File: src/rtl/sdq_pkg.sv
package sdq_pkg;

    typedef enum logic [2:0] {
        ST_IDLE   = 3'd0,
        ST_RD_PTR = 3'd1,
        ST_WT_PTR = 3'd2,
        ST_RD_CTL = 3'd3,
        ST_WT_CTL = 3'd4,
        ST_EXEC   = 3'd5,
        ST_HALT   = 3'd6
    } seq_state_e;

    // control word field positions
    localparam int CTL_CHAIN_BIT = 0;
    localparam int CTL_DEC_BIT   = 1;
    localparam int CTL_LEN_LSB   = 2;

endpackage

File: src/rtl/sdq_sema_ctr.sv
module sdq_sema_ctr #(
    parameter int SEMA_W = 8
) (
    input  logic              clk,
    input  logic              rst_n,
    input  logic              clr,
    input  logic              add_en,
    input  logic [SEMA_W-1:0] add_val,
    input  logic              dec_en,
    output logic [SEMA_W-1:0] count_q,
    output logic [SEMA_W-1:0] count_next
);
    localparam int SUM_W = SEMA_W + 2;
    localparam logic [SUM_W-1:0] CAP = SUM_W'((1 << SEMA_W) - 1);

    typedef struct packed {
        logic [SEMA_W-1:0] count;
    } sema_s;

    sema_s d, q;
    logic [SUM_W-1:0] sum;

    always_comb begin
        d   = q;
        sum = {2'b00, q.count}
            + (add_en ? {2'b00, add_val} : '0)
            - (dec_en ? SUM_W'(1) : '0);
        if (sum[SUM_W-1]) begin
            d.count = '0;                     // borrow: never below zero
        end else if (sum > CAP) begin
            d.count = CAP[SEMA_W-1:0];        // saturate on addition
        end else begin
            d.count = sum[SEMA_W-1:0];
        end
        if (clr) begin
            d.count = '0;
        end
    end

    always_ff @(posedge clk or negedge rst_n) begin
        if (!rst_n) begin
            q <= '0;
        end else begin
            q <= d;
        end
    end

    assign count_q    = q.count;
    assign count_next = d.count;

endmodule

File: src/rtl/sdq_xfer_timer.sv
module sdq_xfer_timer #(
    parameter int XFER_LAT = 4
) (
    input  logic clk,
    input  logic rst_n,
    input  logic clr,
    input  logic start,
    output logic active,
    output logic done
);
    localparam int CNT_W = $clog2(XFER_LAT + 1);
    localparam logic [CNT_W-1:0] LOAD = CNT_W'(XFER_LAT - 1);

    typedef struct packed {
        logic             active;
        logic [CNT_W-1:0] cnt;
    } tmr_s;

    tmr_s d, q;

    always_comb begin
        d = q;
        if (start) begin
            d.active = 1'b1;
            d.cnt    = LOAD;
        end else if (q.active) begin
            if (q.cnt == '0) begin
                d.active = 1'b0;
            end else begin
                d.cnt = q.cnt - 1'b1;
            end
        end
        if (clr) begin
            d = '0;
        end
    end

    always_ff @(posedge clk or negedge rst_n) begin
        if (!rst_n) begin
            q <= '0;
        end else begin
            q <= d;
        end
    end

    assign active = q.active;
    assign done   = q.active && (q.cnt == '0);

endmodule

File: src/rtl/sdq_ctrl.sv
module sdq_ctrl
    import sdq_pkg::*;
#(
    parameter int DATA_W = 32,
    parameter int SEMA_W = 8
) (
    input  logic              clk,
    input  logic              rst_n,
    input  logic              chan_rst,
    input  logic              nxt_we,
    input  logic [DATA_W-1:0] nxt_wdata,
    input  logic              sema_we,
    input  logic [SEMA_W-1:0] sema_wdata,
    input  logic [SEMA_W-1:0] sema_next,
    input  logic              cmplt_clr,
    input  logic              rd_valid,
    input  logic [DATA_W-1:0] rd_data,
    input  logic              xfer_done,
    output logic              rd_req,
    output logic [DATA_W-1:0] rd_addr,
    output logic              xfer_start,
    output logic              dec_en,
    output logic              busy,
    output logic              cmplt,
    output logic [DATA_W-3:0] exec_len
);
    localparam int LEN_W = DATA_W - CTL_LEN_LSB;

    typedef struct packed {
        seq_state_e        st;
        logic [DATA_W-1:0] ptr;
        logic [DATA_W-1:0] nxt_sw;
        logic [DATA_W-1:0] link;
        logic              chain;
        logic              dec;
        logic [LEN_W-1:0]  len;
        logic              flag;
    } ctrl_s;

    ctrl_s d, q;

    // decrement request is kept apart from the next-state logic
    assign dec_en = (q.st == ST_EXEC) && xfer_done && q.dec;

    always_comb begin
        d          = q;
        rd_req     = 1'b0;
        rd_addr    = q.ptr;
        xfer_start = 1'b0;

        if (nxt_we) begin
            d.nxt_sw = nxt_wdata;
        end
        if (cmplt_clr) begin
            d.flag = 1'b0;
        end

        case (q.st)
            ST_IDLE: begin
                if (sema_we && (sema_wdata != '0)) begin
                    d.st  = ST_RD_PTR;
                    d.ptr = q.nxt_sw;
                end
            end
            ST_RD_PTR: begin
                rd_req  = 1'b1;
                rd_addr = q.ptr;
                d.st    = ST_WT_PTR;
            end
            ST_WT_PTR: begin
                if (rd_valid) begin
                    d.link = rd_data;
                    d.st   = ST_RD_CTL;
                end
            end
            ST_RD_CTL: begin
                rd_req  = 1'b1;
                rd_addr = q.ptr + DATA_W'(1);
                d.st    = ST_WT_CTL;
            end
            ST_WT_CTL: begin
                if (rd_valid) begin
                    d.chain    = rd_data[CTL_CHAIN_BIT];
                    d.dec      = rd_data[CTL_DEC_BIT];
                    d.len      = rd_data[DATA_W-1:CTL_LEN_LSB];
                    d.st       = ST_EXEC;
                    xfer_start = 1'b1;
                end
            end
            ST_EXEC: begin
                if (xfer_done) begin
                    d.flag = 1'b1;
                    if (sema_next == '0) begin
                        d.st = ST_IDLE;
                    end else if (q.chain) begin
                        d.st  = ST_RD_PTR;
                        d.ptr = q.link;
                    end else begin
                        d.st = ST_HALT;
                    end
                end
            end
            ST_HALT: begin
                if (nxt_we) begin
                    d.st  = ST_RD_PTR;
                    d.ptr = nxt_wdata;
                end
            end
            default: d.st = ST_IDLE;
        endcase

        if (chan_rst) begin
            d.st   = ST_IDLE;
            d.flag = 1'b0;
        end
    end

    always_ff @(posedge clk or negedge rst_n) begin
        if (!rst_n) begin
            q <= '0;
        end else begin
            q <= d;
        end
    end

    assign busy     = (q.st != ST_IDLE);
    assign cmplt    = q.flag;
    assign exec_len = q.len;

endmodule

File: src/rtl/sdq_channel.sv
module sdq_channel #(
    parameter int DATA_W   = 32,
    parameter int SEMA_W   = 8,
    parameter int XFER_LAT = 4
) (
    input  logic              clk,
    input  logic              rst_n,
    input  logic              chan_rst,
    input  logic              nxt_addr_we,
    input  logic [DATA_W-1:0] nxt_addr_wdata,
    input  logic              sema_we,
    input  logic [SEMA_W-1:0] sema_wdata,
    input  logic              cmplt_clr,
    input  logic              rd_valid,
    input  logic [DATA_W-1:0] rd_data,
    output logic              rd_req,
    output logic [DATA_W-1:0] rd_addr,
    output logic [SEMA_W-1:0] sema_count,
    output logic              busy,
    output logic              cmplt_flag,
    output logic              exec_busy,
    output logic [DATA_W-3:0] exec_len
);
    logic              dec_en;
    logic              xfer_start;
    logic              xfer_done;
    logic [SEMA_W-1:0] sema_next;

    sdq_sema_ctr #(.SEMA_W(SEMA_W)) u_sema (
        .clk        (clk),
        .rst_n      (rst_n),
        .clr        (chan_rst),
        .add_en     (sema_we),
        .add_val    (sema_wdata),
        .dec_en     (dec_en),
        .count_q    (sema_count),
        .count_next (sema_next)
    );

    sdq_xfer_timer #(.XFER_LAT(XFER_LAT)) u_xfer (
        .clk    (clk),
        .rst_n  (rst_n),
        .clr    (chan_rst),
        .start  (xfer_start),
        .active (exec_busy),
        .done   (xfer_done)
    );

    sdq_ctrl #(.DATA_W(DATA_W), .SEMA_W(SEMA_W)) u_ctrl (
        .clk        (clk),
        .rst_n      (rst_n),
        .chan_rst   (chan_rst),
        .nxt_we     (nxt_addr_we),
        .nxt_wdata  (nxt_addr_wdata),
        .sema_we    (sema_we),
        .sema_wdata (sema_wdata),
        .sema_next  (sema_next),
        .cmplt_clr  (cmplt_clr),
        .rd_valid   (rd_valid),
        .rd_data    (rd_data),
        .xfer_done  (xfer_done),
        .rd_req     (rd_req),
        .rd_addr    (rd_addr),
        .xfer_start (xfer_start),
        .dec_en     (dec_en),
        .busy       (busy),
        .cmplt      (cmplt_flag),
        .exec_len   (exec_len)
    );

endmodule

File: config.mk
export PLATFORM = sky130hd
export DESIGN_NAME = sdq_channel
export DESIGN_NICKNAME = d
export VERILOG_FILES = /design/src/rtl/sdq_pkg.sv /design/src/rtl/sdq_sema_ctr.sv /design/src/rtl/sdq_xfer_timer.sv /design/src/rtl/sdq_ctrl.sv /design/src/rtl/sdq_channel.sv
export SDC_FILE = /design/constraint.sdc
export NUM_CORES = 1
export LEC_CHECK = 0
export BUFFER_PORTS_ARGS = -buffer_cell sky130_fd_sc_hd__buf_4
export CORE_UTILIZATION = 55
export CTS_CLUSTER_DIAMETER = 60
export DETAILED_ROUTE_END_ITERATION = 16
export GPL_TIMING_DRIVEN = 1
export PLACE_DENSITY = 0.78
export SETUP_SLACK_MARGIN = 0.2
export SYNTH_ARGS = -nofsm -noshare
export SYNTH_HDL_FRONTEND = slang
export SYNTH_SLANG_ARGS = --single-unit
File: constraint.sdc
create_clock -name clk -period 5.4 [get_ports clk]
set_input_delay 0.81 -clock clk [delete_from_list [all_inputs] [get_ports clk]]
set_output_delay 0.81 -clock clk [all_outputs]
set_load 0.02 [all_outputs]
==> out/qor.csv <==
stage,metric,value,unit
finish,Final Non-Filler Cells,984,
finish,FILL cells,981,
timing,Final min period,4.40,ns
cts,Clock Latency Late Sink,0.42,ns
timing,RSZ-0062 raised after global routing,no,
synthesis,Synth Area in Simple Gates,11.1,%
route,first-pass detailed-route iteration total,5,
cts,H-Tree Level Count,4,
synthesis,Syn Area/Cell,11.0,µm²
power,Worst IR Drop VDD,0.284,mV
global_route,first-pass GRT wire length,28300,µm
timing,fmax,227,MHz
synthesis,Post-Syn Instances,681,
cts,clk sinks,144,
global_route,vias in the first global route,5753,
worst_setup_path,top cell family by delay on the critical path,compound AO/OA/AOI/OAI gates,
cts,# resized after CTS,0,
timing,final period utilization,81.5,%
cts,Clock Tree Root,clkbuf_16,
worst_setup_path,CP startpoint kind,flip-flop,
timing,Finish-stage setup viols,0,
cts,CTS Hold Bufs,0,
finish,area grow syn2layout,22.7,%
synthesis,post-synthesis sequential element count,144,
timing,final setup TNS,0,ns
floorplan,Ports,153,
timing,endpoints failing hold,0,
cts,CTS Buf Count,17,
worst_setup_path,Crit. End Element,flip-flop,
route,Starting DRT DRC Count,285,
synthesis,share of the synthesized area in the top cell type,48.0,%
finish,"commonest cells after routing, fill and taps aside","buf_4 (156), dfrtp_1 (144), mux2_2 (119), nand2_1 (98), a22oi_1 (33)",
cts,CTS tree,done,
floorplan,core area,13300,µm²
synthesis,ranking of synthesized cells by area,"dfrtp_1 (48%), mux2_2 (18%), nand2_1 (4.9%), a22oi_1 (3.3%), xnor2_1 (3.3%)",
worst_setup_path,worst setup path class,flip-flop to flip-flop,
finish,"most common cell after layout, fill and taps aside",buf_4,
route,Post-Route WL,17200,µm
outcome,run status,completed,
route,Detail Route Antenna Nets,0,
synthesis,Netlist Area Pre-Place,7500,µm²
floorplan,Initial Util,56.4,%
worst_setup_path,crit-path max FO,17,
route,vias post-DR,5477,
power,Power Density,558,nW/µm²
synthesis,syn nets,780,
synthesis,largest family of logic cells by synthesized area,multiplexers,
global_route,GR Overflow Total,0,
worst_setup_path,Crit path top cell by count,ha_1,
power,P_leak,4.32,nW
synthesis,Ys Warns,0,
synthesis,adder-cell share of the synthesized area,3.44,%
floorplan,Die Wd,119,µm
synthesis,post-synthesis mux area share,19.3,%
synthesis,Synth cell types,46,
place,Port Buffers,152,
synthesis,Post-synth EDFFs,0,
timing,Setup Skew,0.00807,ns
route,routed length per instance,17.5,µm
cts,"CTS clk-pin slew, worst paths",0.06,ns
place,RePlAce Congestion,0.865,
place,Post-Place Cells,953,
floorplan,Die Area,14100,µm²
synthesis,Yosys top cell by area,dfrtp_1,
finish,ant diodes,0,
synthesis,"Seq/Total Area, Yosys",48.0,%
cts,Max Buffers Root-to-Sink,2,
finish,layout cells sized above 1,39.1,%
worst_setup_path,Required @ worst endpoint,5.70,ns
cts,postcts setup bufs,0,
floorplan,num rows,42,
finish,Layout Nets,895,
worst_hold_path,HP Class,flip-flop to flip-flop,
global_route,GR Util All Layers,26.0,%
worst_setup_path,cell type of the slowest stage on the worst timing path,dfrtp_1,
timing,Slew HR,20.0,%
global_route,largest net degree at the start of global routing,107,
worst_setup_path,Worst EP arrival,4.70,ns
floorplan,Die Span Y,119,µm
flow_run,max cap viols,0,
synthesis,most common flop cell mapped by yosys,dfrtp_1,
synthesis,Compound-Gate Fraction of Synth Area,7.04,%
synthesis,"FFs w/ async S/R, synth",100,%
route,number of remaining DRC errors,0,
place,Detail Placement HPWL,12100,µm
worst_setup_path,critical-path cell list,and3b_2 > nand3_1 > nor2_1 > ha_1 > inv_1 > ha_1 > a211oi_1 > o31ai_2 > a221oi_2 > or2_1 > o21a_1 > a41oi_4 > buf_12 > mux2_2,
global_route,initial antenna violation count,0,
timing,Worst Max-Slew Pin Slew,1.20,ns
worst_setup_path,CP Buf/Inv Count,2,
worst_setup_path,CP max stage delay,0.65,ns
timing,max-slew violation count,0,
route,DR vias/cell,5.57,
synthesis,Synth Area in XOR/XNOR,4.55,%
-- through the flow --
stage	area, µm²	hold WS, ns	total power (W)	setup slack, ns	utilization [%]
2_1_floorplan	7500	0.481	0.00330	1.64	-
5_1_grt	9210	0.519	0.00543	0.708	69.2
3_5_place_dp	8600	0.495	0.00396	1.03	64.7
4_1_cts	9210	0.508	0.00515	1.04	69.2
6_report	9210	0.502	0.00513	1.00	69.2
3_3_place_gp	8600	0.490	0.00390	1.20	64.7
-- path summary, 6_finish.rpt --
kind | start | to | slack (ns) | cells past startpoint
min reg2reg | u_ctrl.q[76]$_DFFE_PN0P_ | u_ctrl.q[76]$_DFFE_PN0P_ | 0.50 | 1
max reg2reg | u_ctrl.q[129]$_DFFE_PN0P_ | u_ctrl.q[123]$_DFFE_PN0P_ | 1.0 | 14
max | u_ctrl.q[129]$_DFFE_PN0P_ | u_ctrl.q[123]$_DFFE_PN0P_ | 1.0 | 14
min in group asynchronous | rst_n | u_sema.count_q[3]$_DFF_PN0_ | 0.54 | 1
max in group asynchronous | rst_n | u_ctrl.q[104]$_DFFE_PN0P_ | 3.78 | 2
min | u_ctrl.q[76]$_DFFE_PN0P_ | u_ctrl.q[76]$_DFFE_PN0P_ | 0.50 | 1
-- registers in the layout (all words and copies together) (netlist names) --
signal           count
u_ctrl.exec_len     30
u_sema.count_q       8
u_xfer.q             3
u_ctrl.q           101
u_xfer.active        1
u_ctrl.cmplt         1
-- routing by layer --
layer  global-route usage, %  routed length [µm]  vias up
met1                    32.0                7210     2725
met2                    42.6                8580      165
li1                        -                   -     2556
met5                       0                   0        -
met4                    10.0                 354        0
met3                    8.01                1110       31
-- area by class of cell --
class / count / area (µm²) / share of cell area, %
Tap cell: 176 / 220 / 2.39
Timing Repair Buffer: 158 / 1200 / 13.1
Multi-Input combinational cell: 443 / 3460 / 37.6
Sequential cell: 144 / 3600 / 39.1
Clock inverter: 7 / 100 / 1.09
Clock buffer: 24 / 502 / 5.45
Inverter: 32 / 120 / 1.30
-- cell usage after synthesis, drive strengths merged (2+ instances only) --
| cell type | count |
|---|---|
| dfrtp | 144 |
| mux2 | 127 |
| nand2 | 98 |
| buf | 39 |
| a22oi | 33 |
| inv | 32 |
| xnor2 | 28 |
| nor2 | 26 |
| clkbuf | 23 |
| ha | 19 |
| a21oi | 17 |
| nand3 | 16 |
| xor2 | 11 |
| and3 | 10 |
| nor2b | 6 |
| o21ai | 6 |
| and2 | 5 |
| nor3 | 4 |
| nand2b | 3 |
| a2111oi | 2 |
| a211oi | 2 |
| a21o | 2 |
| a221oi | 2 |
| a31oi | 2 |
| and4 | 2 |
| mux2i | 2 |
| nand4 | 2 |
| nor4 | 2 |
| nor4bb | 2 |
| o2bb2ai | 2 |
-- worst register-to-register path, cell delays in order (launching register included) --
cell,delay [ns]
dfrtp_1,0.65
and3b_2,0.29
nand3_1,0.14
nor2_1,0.15
ha_1,0.21
inv_1,0.06
ha_1,0.26
a211oi_1,0.10
o31ai_2,0.44
a221oi_2,0.14
or2_1,0.38
o21a_1,0.27
a41oi_4,0.61
buf_12,0.24
mux2_2,0.34
-- power breakdown --
group          internal, W  switching (W)
logic              0.00103        0.00112
registers          0.00149       0.000311
clock network     0.000741       0.000441
-- cells by family (layout without fill, tap and decap cells) --
kind of cell,Yosys count,in the layout
buf+inv,94,221
flops,144,144
fa+ha+maj,20,20
simple gates,182,182
xor+xnor,39,39
compound gates,73,73
mux,129,129
Power figures use the tool's default switching activity.
